===== src/rtl/wpDecodePkg.sv =====
package wpDecodePkg;

  // Strobes from the field decoder to the size/offset datapath
  typedef struct packed {
    logic fieldZero;  // level field is zero
    logic sectorErr;  // sector mode requested, not decodable
    logic cmpSet;     // complement the protected size
    logic bottom;     // final sense after complement: region anchored at 0
  } wpStrobes_t;

  localparam int ADDR_W = 32;

endpackage


===== src/rtl/wpCtrl.sv =====
module wpCtrl
  import wpDecodePkg::*;
#(
  parameter int PROT_BITS = 3
) (
  input  logic [7:0]           statusLo,
  input  logic [7:0]           statusHi,
  output logic [PROT_BITS-1:0] protField,
  output wpStrobes_t           ctl
);

  logic tbBit;
  logic secBit;
  logic cmpBit;
  logic unusedBits;

  assign cmpBit = statusHi[6];

  generate
    if (PROT_BITS == 4) begin : g_wide
      assign protField  = statusLo[5:2];
      assign tbBit      = statusLo[6];
      assign secBit     = 1'b0;
      assign unusedBits = ^{statusLo[7], statusLo[1:0], statusHi[7], statusHi[5:0]};
    end else begin : g_narrow
      assign protField  = statusLo[4:2];
      assign tbBit      = statusLo[5];
      assign secBit     = statusLo[6];
      assign unusedBits = ^{statusLo[7], statusLo[1:0], statusHi[7], statusHi[5:0]};
    end
  endgenerate

  always_comb begin
    ctl.fieldZero = (protField == '0);
    ctl.sectorErr = secBit;
    ctl.cmpSet    = cmpBit;
    ctl.bottom    = tbBit ^ cmpBit;
  end

endmodule


===== src/rtl/wpDatapath.sv =====
module wpDatapath
  import wpDecodePkg::*;
#(
  parameter int PROT_BITS  = 3,
  parameter int GRAN_SHIFT = 16
) (
  input  logic                 clk,
  input  logic                 rstN,
  input  wpStrobes_t           ctl,
  input  logic [PROT_BITS-1:0] protField,
  input  logic [ADDR_W-1:0]    flashBytes,
  input  logic [ADDR_W-1:0]    qryStart,
  input  logic [ADDR_W-1:0]    qryLen,
  output logic [ADDR_W-1:0]    protOffset,
  output logic [ADDR_W-1:0]    protSize,
  output logic                 covered,
  output logic                 protErr
);

  localparam int WIDE_W = 2 * ADDR_W;
  localparam logic [WIDE_W-1:0] GRAN_BYTES = WIDE_W'(1) << GRAN_SHIFT;

  logic [PROT_BITS-1:0] shAmt;
  logic [WIDE_W-1:0]    rawWide;
  logic [ADDR_W-1:0]    satSize;
  logic [ADDR_W-1:0]    nxtSize;
  logic [ADDR_W-1:0]    nxtOffset;
  logic [ADDR_W:0]      qEnd;
  logic [ADDR_W:0]      rEnd;
  logic                 nxtCovered;

  always_comb begin
    shAmt   = protField - PROT_BITS'(1);
    rawWide = ctl.fieldZero ? '0 : (GRAN_BYTES << shAmt);
    satSize = (rawWide > {{ADDR_W{1'b0}}, flashBytes}) ? flashBytes : rawWide[ADDR_W-1:0];
    nxtSize = ctl.cmpSet ? (flashBytes - satSize) : satSize;
    nxtOffset = ctl.bottom ? '0 : (flashBytes - nxtSize);
    qEnd = {1'b0, qryStart} + {1'b0, qryLen};
    rEnd = {1'b0, nxtOffset} + {1'b0, nxtSize};
    nxtCovered = (nxtSize != '0) && (qryStart >= nxtOffset) && (qEnd <= rEnd);
    if (ctl.sectorErr) begin
      nxtSize    = '0;
      nxtOffset  = '0;
      nxtCovered = 1'b0;
    end
  end

  always_ff @(posedge clk or negedge rstN) begin
    if (!rstN) begin
      protOffset <= '0;
      protSize   <= '0;
      covered    <= 1'b0;
      protErr    <= 1'b0;
    end else begin
      protOffset <= nxtOffset;
      protSize   <= nxtSize;
      covered    <= nxtCovered;
      protErr    <= ctl.sectorErr;
    end
  end

  // protected size never exceeds the device size sampled with it
  p_size_le_dev_r3: assert property (@(posedge clk) disable iff (!rstN)
    1'b1 |=> (protSize <= $past(flashBytes)));

  // the region ends inside the device
  p_region_fits_r5: assert property (@(posedge clk) disable iff (!rstN)
    1'b1 |=> (({1'b0, protOffset} + {1'b0, protSize}) <= {1'b0, $past(flashBytes)}));

  // coverage implies a nonempty region
  p_covered_nonempty_r8: assert property (@(posedge clk) disable iff (!rstN)
    covered |-> (protSize != '0));

  // an error carries an empty region
  p_error_empty_r7: assert property (@(posedge clk) disable iff (!rstN)
    protErr |-> (protSize == '0 && protOffset == '0 && !covered));

  // zero level without complement yields nothing protected
  p_zero_level_r2: assert property (@(posedge clk) disable iff (!rstN)
    (ctl.fieldZero && !ctl.cmpSet) |=> (protSize == '0));

endmodule


===== src/rtl/flashWpDecoder.sv =====
module flashWpDecoder
  import wpDecodePkg::*;
#(
  parameter int PROT_BITS  = 3,
  parameter int GRAN_SHIFT = 16
) (
  input  logic        clk,
  input  logic        rstN,
  input  logic [7:0]  statusLo,
  input  logic [7:0]  statusHi,
  input  logic [31:0] flashBytes,
  input  logic [31:0] qryStart,
  input  logic [31:0] qryLen,
  output logic [31:0] protOffset,
  output logic [31:0] protSize,
  output logic        covered,
  output logic        protErr
);

  wpStrobes_t           ctl;
  logic [PROT_BITS-1:0] protField;

  wpCtrl #(.PROT_BITS(PROT_BITS)) uCtrl (
    .statusLo (statusLo),
    .statusHi (statusHi),
    .protField(protField),
    .ctl      (ctl)
  );

  wpDatapath #(.PROT_BITS(PROT_BITS), .GRAN_SHIFT(GRAN_SHIFT)) uData (
    .clk       (clk),
    .rstN      (rstN),
    .ctl       (ctl),
    .protField (protField),
    .flashBytes(flashBytes),
    .qryStart  (qryStart),
    .qryLen    (qryLen),
    .protOffset(protOffset),
    .protSize  (protSize),
    .covered   (covered),
    .protErr   (protErr)
  );

endmodule


===== config.mk =====
export PLATFORM = sky130hd
export DESIGN_NAME = flashWpDecoder
export DESIGN_NICKNAME = d
export VERILOG_FILES = /design/src/rtl/wpDecodePkg.sv /design/src/rtl/wpCtrl.sv /design/src/rtl/wpDatapath.sv /design/src/rtl/flashWpDecoder.sv
export SDC_FILE = /design/constraint.sdc
export NUM_CORES = 1
export LEC_CHECK = 0
export BUFFER_PORTS_ARGS = -buffer_cell sky130_fd_sc_hd__buf_4
export CORE_MARGIN = 4
export CORE_UTILIZATION = 33
export DETAILED_ROUTE_END_ITERATION = 8
export PLACE_DENSITY = 0.58
export SYNTH_ARGS = -nofsm -noshare
export SYNTH_HDL_FRONTEND = slang
export SYNTH_HIERARCHICAL = 1
export SYNTH_SLANG_ARGS = --single-unit

===== constraint.sdc =====
create_clock -name clk -period 0.95 [get_ports clk]
set_input_delay 0 -clock clk [delete_from_list [all_inputs] [get_ports clk]]
set_output_delay 0 -clock clk [all_outputs]
set_load 0.1 [all_outputs]

After elaboration in Yosys (flattened, before gate mapping) --
Index checks and enable logic that the tools add are counted.
Cells by class: $lt $le $gt $ge 3, multiply operators 0, divide/modulo/power cells 0, reduce and logical (&&, ||, !) cells 4, shift-type cells 1, add/sub/neg operators 5, bitwise gates (word level) 1, eq/ne operators 0, mux-type cells 7
Operator list (count):
- $mux 32 | 5
- $add 32x32->33 | 2
- $gt 64x32->1 | 1
- $mux 64 | 1
- $shl 17x3->64 const A | 1
- $sub 32x32->32 | 2
- $le 33x33->1 | 1
- $ge 32x32->1 | 1
- $reduce_bool 32->1 | 1
- $logic_not 3->1 | 1
- $sub 3x1->3 const B | 1
- $logic_and 1x1->1 | 2
- $mux 1 | 1
- $xor 1x1->1 | 1
Storage, ports and cells: bits in writable memories 0, word-level logic and storage cells 25, bits in registers 66, latch bits 0, bits in read-only memories 0, memories 0, output and inout bits 66, input port bits 114

Longest topological paths before layout --
Gate-level depths: netlist (run 1).
word-level depth 13, depth in mapped cells 55, gate-level depth less buffers 50

Modules after synthesis --
Netlist (run 1), hierarchy kept.
By module, submodules not included:
- wpDatapath | area each 10176.0 sq um, times used 1, cells an instance 1295, sequential area each 1651.6 sq um
- wpCtrl | area each 56.3 sq um, times used 1, cells an instance 7, sequential area each 0.0 sq um

Worst setup path before layout (run 1) --
OpenSTA, ideal clock, no wires.
kind input-to-reg, from in statusLo[3], to reg uData.covered, data required time 0.862 ns, setup slack -8.227 ns, arrival time 9.089 ns, stages 54, setup time 0.088 ns, buffers on the path 4, path through nor3_2 nand2b_1 nor2_1 ha_1 and4_1 nand3_1 o2bb2ai_2 nand2_1 clkbuf_1 nand2_1 ha_1 clkbuf_1 clkbuf_1 a21o_1 clkbuf_1 nand3_1 a21oi_1 a31o_2 [... 18 more ...] a21o_1 a221oi_1 o211ai_1 a31o_1 a21oi_1 xor2_1 ha_1 a21o_1 a21o_1 a21o_1 a21o_1 a21oi_1 nor2b_1 o21ai_0 nand2b_1 a311oi_1 o211ai_1 a41oi_1
Between the ends: word-level cells in the longest chain between the ends 13, elaborated cells on any way between the ends 17, those cells by class add/sub: 4; order compare: 3; shift: 1; mux: 5; reduce/logical: 4
RTL lines:
- start: declaration | line flashWpDecoder.sv:9 | input logic [7:0] statusLo,
- $sub 3x1->3 | line wpDatapath.sv:33 | shAmt = protField - PROT_BITS'(1);
- $shl 17x3->64 | line wpDatapath.sv:34 | rawWide = ctl.fieldZero ? '0 : (GRAN_BYTES << shAmt);
- $mux 64 (*) | line wpDatapath.sv:34
- $gt 64x32->1 | line wpDatapath.sv:35 | satSize = (rawWide > {{ADDR_W{1'b0}}, flashBytes}) ? flashBytes : rawWide[ADDR_W-1:0];
- $mux 32 (*) | line wpDatapath.sv:35
- $sub 32x32->32 | line wpDatapath.sv:36 | nxtSize = ctl.cmpSet ? (flashBytes - satSize) : satSize;
- $mux 32 (*) | line wpDatapath.sv:36
- $sub 32x32->32 | line wpDatapath.sv:37 | nxtOffset = ctl.bottom ? '0 : (flashBytes - nxtSize);
- $mux 32 | line wpDatapath.sv:37
- $add 32x32->33 or $ge 32x32->1 (tied branches) | line wpDatapath.sv:39, wpDatapath.sv:40
- $le 33x33->1 or $logic_and 1x1->1 (tied branches) | line wpDatapath.sv:40 | nxtCovered = (nxtSize != '0) && (qryStart >= nxtOffset) && (qEnd <= rEnd);
- $logic_and 1x1->1 (*) | line wpDatapath.sv:40
- $mux 1 (*) | line wpDatapath.sv:41 | if (ctl.sectorErr) begin
- net uData.nxtCovered | line wpDatapath.sv:30 | logic nxtCovered;
- end signal: assignment | line wpDatapath.sv:57 | covered <= nxtCovered;
- end: declaration | line wpDatapath.sv:16 | output logic covered,
The timed path passes the listed nets; every way through them passes the cells marked *.

==> metrics.md, run 1 <==
| Metric | Value |
|---|---|
| Top FF cell, synth | `dfrtp_1` |
| Worst path slowest cell | `or3_4` |
| Total track usage | `22.96%` |
| Max Cap Viol | `0` |
| # port buffers | `roughly 170` |
| Initial antenna violation count | `0` |
| CTS root buffer | `clkbuf_16` |
| I/O pin count | `180` |
| Slew headroom | `about two thirds` |
| Worst setup path category | `in -> reg` |
| Total gr overflow | `0` |
| First-pass GRT wire length | `63.00 mm` |
| Final routed DRC violation total | `0` |
| Post-layout min period | `a little under 8000 ps` |
| Hpwl dp | `approximately 33 mm` |
| Maximum buffer depth of the clock tree | `2` |
| Cell Pwr Density | `1243 nW/um^2` |
| Status | `finished with violations` |
| Area of the multi-input gates | `roughly 9500 sq um` |
| Asr flop ratio synth | `between 90% and 100%` |
| Sequential Area | `1652 sq um` |
| Largest delay share family, worst path | `compound AO/OA/AOI/OAI gates` |
| Die ar. | `33,890 sq um` |
| Initial core utilization | `about 33%` |
| Fillers | `2,640` |
| Critical Path AT | `~8000 ps` |
| Endpoints failing setup | `68` |
| Vias in the first global route | `12.33k` |
| H-tree depth | `3` |
| Post-route ant nets | `0` |
| Max Slew Vio Count | `0` |
| Final GP Congestion | `around 0.91` |
| Pre-CTS setup slack | `-7307 ps` |
| Vias per cell | `5.055` |
| Worst-Margin Slew | `492.3 ps` |
| Synth unique cells | `between 90 and 100` |
| N_diodes | `0` |
| Largest net degree at the start of global routing | `between 50 and 60` |
| CP Launch Type | `primary input` |
| Total power | `about 23 mW` |
| Ys Warns | `6` |
| Row cnt | `64` |
| Max incr delay on CP | `around 400 ps` |
| EDFF count, synth | `0` |
| DR pass1 iterations | `5` |
| Share of layout cells above drive strength 1 | `between 40% and 50%` |
| Die W | `184.1 um` |
| Commonest cells after routing, fill and taps aside | `buf_4 (612), ha_1 (148), a21oi_1 (95)` |
| Fin. Hold Viols | `0` |
| P&R area growth vs syn | `79.30%` |
| DIE HEIGHT | `184.1 um` |
| Core Region | `~31,000 sq um` |
| TritonCTS Buffers | `9` |
| Crit share post-route | `814.8%` |
| Max Fanout on Critical Path | `5` |
| CP required | `1210 ps` |
| VDD IR max | `roughly 0.98 mV` |
| DR iter-0 viols | `a little over 600` |
| P_leak | `9.140 nW` |
| Post-synthesis sequential area ratio | `~16%` |
| Vias post-DR | `around 12k` |
| Worst min path class | `in -> reg` |
| Clk sinks | `66` |
| Post-synth net total | `1,589` |
| Syn Inst Count | `1,302` |
| Crit. End Element | `flop` |
| RSZ-0062 raised after global routing | `yes` |
| Routed len/inst | `between 15 and 20 um` |
| Syn Area/Cell | `about 7.9 sq um` |
| Post-synthesis cell area | `10,230 sq um` |
| Synth Register Bits | `66` |
| NumNets Final | `approximately 2.3k` |
| CTS tree | `done` |
| Setup slack after layout | `-6791 ps` |
| Most common cell after layout, fill and taps aside | `buf_4` |
| Worst path bufs/invs | `4` |
| Final wirelength | `roughly 40 mm` |
| Failing checks | `setup timing` |
| Clk pin slew, worst setup/hold paths | `about 60 ps` |
| Max Fclk | `~0.13 GHz` |
## cell usage after synthesis (8+ instances only)
cell type	number	share of area (%)
nand3_1	31	1.5
o211ai_1	8	0.59
and3_1	9	0.55
xnor2_1	46	3.9
nand2b_1	28	1.7
a21o_1	67	4.9
inv_1	77	2.8
o21a_1	25	1.8
nand2_1	84	3.1
or2_2	10	0.61
a31oi_1	11	0.67
or3_1	16	0.98
nor3_1	38	1.9
clkbuf_1	26	0.95
a211oi_1	11	0.81
nor2b_1	21	1.3
mux2i_1	10	0.98
and2_1	14	0.86
o21bai_1	11	0.81
o21ai_0	58	2.8
ha_1	170	21
nor2_1	120	4.4
dfrtp_1	66	16
nor4_1	19	1.2
nand4_1	20	1.2
a21oi_1	121	5.9
xor2_1	41	3.5
## layout make-up
class,instances,share of cell area [%]
clock buffers,9,1.228
clock inverters,7,0.2455
inverters,78,1.609
multi-input cells,1121,51.64
flip-flops and latches,66,9.002
well taps,396,2.701
repair buffers,729,33.57
## per-stage QoR
stage / util, % / hold slack [ps] / cells / setup TNS (ps) / area [sq um]
2_1_floorplan: - / -295.6 / 1302 / -164360 / 10820
3_3_place_gp: 53.00 / -25.63 / 2338 / -203690 / 16210
3_5_place_dp: 53.00 / -22.10 / 2338 / -210150 / 16210
4_1_cts: 57.62 / 19.55 / 2397 / -179020 / 17620
5_1_grt: 59.98 / 20.75 / 2406 / -193270 / 18350
6_report: 59.98 / 27.81 / 2406 / -180750 / 18350
## sequential cells by signal, summed over array words and instances, names as in the netlist
register and count:
uData/protOffset 32, uData/protErr 1, uData/covered 1, uData/protSize 32
## cell families (layout without fill, tap and decap cells)
family | after synthesis | in the layout | share of synthesized area (%)
other cells | 1 | 1 | 0.03665
xor+xnor | 87 | 87 | 7.447
flops | 66 | 66 | 16.14
simple gates | 458 | 458 | 23.47
mux | 14 | 14 | 1.418
compound gates | 388 | 388 | 25.52
fa+ha+maj | 173 | 173 | 21.37
buf+inv | 115 | 823 | 4.598
## final timing paths
check	from	to	slack, ps	cells past startpoint
worst max-delay path	statusLo[4]	uData/covered	-6790	42
worst min-delay path	statusLo[6]	uData/protErr	30	2
max in group asynchronous	rstN	uData/protSize[0]	550	3
min in group asynchronous	rstN	uData/protOffset[18]	160	3
## per-layer routing
metal | track usage, % | share of wire (%) | vias to the layer above
met5 | 0 | 0 | -
met4 | 5.531 | 1.9 | 0
met3 | 1.914 | 3.3 | 32
met2 | 38.38 | 47 | 228
met1 | 32.20 | 48 | 5719
li1 | - | - | 6184
## repair_timing
action	in CTS	in global routing
hold buffers	1	0
pin swaps	72	50
setup endpoints to repair	131	102
endpoints found under the hold margin	66	0
buffers inserted	45	19
resized for setup	194	157
## power breakdown
part	total (mW)	internal [mW]	switching, mW
Combinational	16.4	7.97	8.45
Sequential	3.20	3.03	0.165
Clock	3.18	1.76	1.42
Power figures use the tool's default switching activity.
==> run 2: changes to the inputs <==
--- a/config.mk
+++ b/config.mk
@@ -5,7 +5,7 @@
 export SDC_FILE = /design/constraint.sdc
 export NUM_CORES = 1
 export LEC_CHECK = 0
-export BUFFER_PORTS_ARGS = -buffer_cell sky130_fd_sc_hd__buf_4
+export BUFFER_PORTS_ARGS = -buffer_cell sky130_fd_sc_hd__buf_2
 export CORE_MARGIN = 4
 export CORE_UTILIZATION = 33
 export DETAILED_ROUTE_END_ITERATION = 8
==> metrics.md, run 2 (synthesis results as in run 1) <==
| Metric | Value |
|---|---|
| Status | `finished with violations (unchanged)` |
| Failing checks | `setup timing (unchanged)` |
| Row cnt | `64 (unchanged)` |
| Max Cap Viol | `0 (unchanged)` |
| Die ar. | `33,890 sq um (unchanged)` |
| Max Fanout on Critical Path | `6 (was 5)` |
| Maximum buffer depth of the clock tree | `2 (unchanged)` |
| Placed insts | `2,342 (was 2,338)` |
| Crit path top cell by count | `buf_4` |
| CP required | `1230 ps (was 1210 ps)` |
| CTS tree | `done (unchanged)` |
| P&R area growth vs syn | `90.50% (was 79.30%)` |
| Crit share post-route | `848.5% (was 814.8%)` |
| Worst min path class | `in -> reg (unchanged)` |
| N_diodes | `0 (unchanged)` |
| Final wirelength | `44.86 mm (was 40.42 mm)` |
| Total track usage | `25.01% (was 22.96%)` |
| RSZ-0062 raised after global routing | `yes (unchanged)` |
| Clk sinks | `66 (unchanged)` |
| Max incr delay on CP | `270 ps (was 390 ps)` |
| Hold Path End | `uData/protErr (unchanged)` |
| Cell Pwr Density | `1249 nW/um^2 (was 1243 nW/um^2)` |
| Initial core utilization | `33.45% (unchanged)` |
| Most common cell after layout, fill and taps aside | `buf_4 (unchanged)` |
| I/O pin count | `180 (unchanged)` |
| CP Launch Type | `primary input (unchanged)` |
| Post-layout min period | `8061 ps (was 7741 ps)` |
| Fin. Hold Viols | `0 (unchanged)` |
| Critical Path AT | `8340 ps (was 8010 ps)` |
| Largest net degree at the start of global routing | `52 (was 51)` |
| Hpwl dp | `33.62 mm (was 33.16 mm)` |
| Worst-Margin Slew | `514.7 ps (was 492.3 ps)` |
| Pre-CTS setup slack | `-7419 ps (was -7307 ps)` |
| Crit. End Element | `flop (unchanged)` |
| DR iter-0 viols | `739 (was 607)` |
| Clk pin slew, worst setup/hold paths | `60 ps (about the same)` |
| Vias in the first global route | `13.13k (was 12.33k)` |
| Total gr overflow | `0 (unchanged)` |
| Fin cells | `2,496 (was 2,406)` |
| Vias per cell | `5.229 (was 5.055)` |
| Endpoints failing setup | `71 (was 68)` |
| VDD IR max | `0.9539 mV (was 0.9819 mV)` |
| Slew headroom | `65.68% (was 66.83%)` |
| Final routed DRC violation total | `0 (unchanged)` |
| Die W | `184.1 um (unchanged)` |
| CTS root buffer | `clkbuf_16 (unchanged)` |
| Share of layout cells above drive strength 1 | `52.00% (was 49.50%)` |
| Max Slew Vio Count | `0 (unchanged)` |
| Initial antenna violation count | `0 (unchanged)` |
| # port buffers | `169 (unchanged)` |
| DIE HEIGHT | `184.1 um (unchanged)` |
| Vias post-DR | `13.05k (was 12.16k)` |
| Setup slack after layout | `-7111 ps (was -6791 ps)` |
| Fillers | `2,481 (was 2,640)` |
| Core Region | `30,590 sq um (unchanged)` |
| Worst Min Path Start | `statusLo[6] (unchanged)` |
| Worst setup path category | `in -> reg (unchanged)` |
| Worst hold stages | `2 (unchanged)` |
| TritonCTS Buffers | `9 (unchanged)` |
| Post-route ant nets | `0 (unchanged)` |
| First-pass GRT wire length | `68.31 mm (was 63.00 mm)` |
| Top Registers | `uData/protOffset: 32 flops, uData/protSize: 32 flops (unchanged)` |
| Commonest cells after routing, fill and taps aside | `buf_4 (549), ha_1 (150), buf_2 (100) (was buf_4 (612), ha_1 (148), a21oi_1 (95))` |
| Final GP Congestion | `0.9122 (was 0.9093)` |
| Routed len/inst | `17.97 um (was 16.80 um)` |
| P_leak | `9.688 nW (was 9.140 nW)` |
| Worst path slowest cell | `ha_4 (was or3_4)` |
| Max Fclk | `0.1241 GHz (was 0.1292 GHz)` |
| DR pass1 iterations | `5 (unchanged)` |
| NumNets Final | `2,382 (was 2,292)` |
| H-tree depth | `3 (unchanged)` |
## run 2: report_power, final
part           switching, mW  internal, mW  leakage (nW)
Sequential             0.211          3.04         0.883
Clock                   1.44          2.11         0.149
Combinational           8.90          8.64          8.66
## run 2: worst max-delay path by stage
stage	start	endpoint	slack (ps)	cells past startpoint
finish	statusLo[4]	uData/protSize[4]	-7110	68
global route	statusLo[4]	uData/covered	-7590	54
CTS	statusLo[3]	uData/covered	-6780	53
detailed placement	statusLo[4]	uData/covered	-7420	48
global placement	statusLo[4]	uData/covered	-7110	52
floorplan	statusLo[4]	uData/covered	-6650	49
## run 2: routing by layer
layer,wire [um],up-vias,GRT usage (%)
met5,0,-,0
met1,20100,6205,34.43
met2,21210,384,41.91
met4,1394,0,7.660
met3,2156,90,1.934
li1,-,6373,-
## run 2: final cells by class
class	instances	area [sq um]	area share [%]
clock buffers	10	239.0	1.226
clock inverters	6	65.06	0.3338
inverters	78	292.8	1.502
multi-input cells	1121	9595	49.23
flip-flops and latches	66	1653	8.479
well taps	396	495.5	2.542
repair buffers	819	7152	36.69
## run 2: through the flow
step,area [sq um],hold slack [ps],utilization [%],setup TNS (ps),power (mW)
6_report,19490,19.08,63.72,-202990,24.34
5_1_grt,19490,21.64,63.72,-214410,25.87
4_1_cts,18840,9.892,61.58,-187590,23.29
3_5_place_dp,16800,-118.8,54.92,-212930,18.33
3_3_place_gp,16800,-118.5,54.92,-203870,18.02
2_1_floorplan,10820,-295.6,-,-164360,11.76
## run 2: worst max-delay path, delay by kind of cell
| family | cells | cell delay, ps |
|---|---|---|
| simple gates | 7 | 820 |
| compound gates | 5 | 680 |
| buf+inv | 54 | 6350 |
| fa+ha+maj | 2 | 460 |
## run 2: what timing repair did
item,4_1_cts,5_1_grt
resized for setup,159,163
hold buffers,1,0
pin swaps,91,90
buffers inserted,146,51
endpoints found under the hold margin,66,0
setup endpoints to repair,77,84
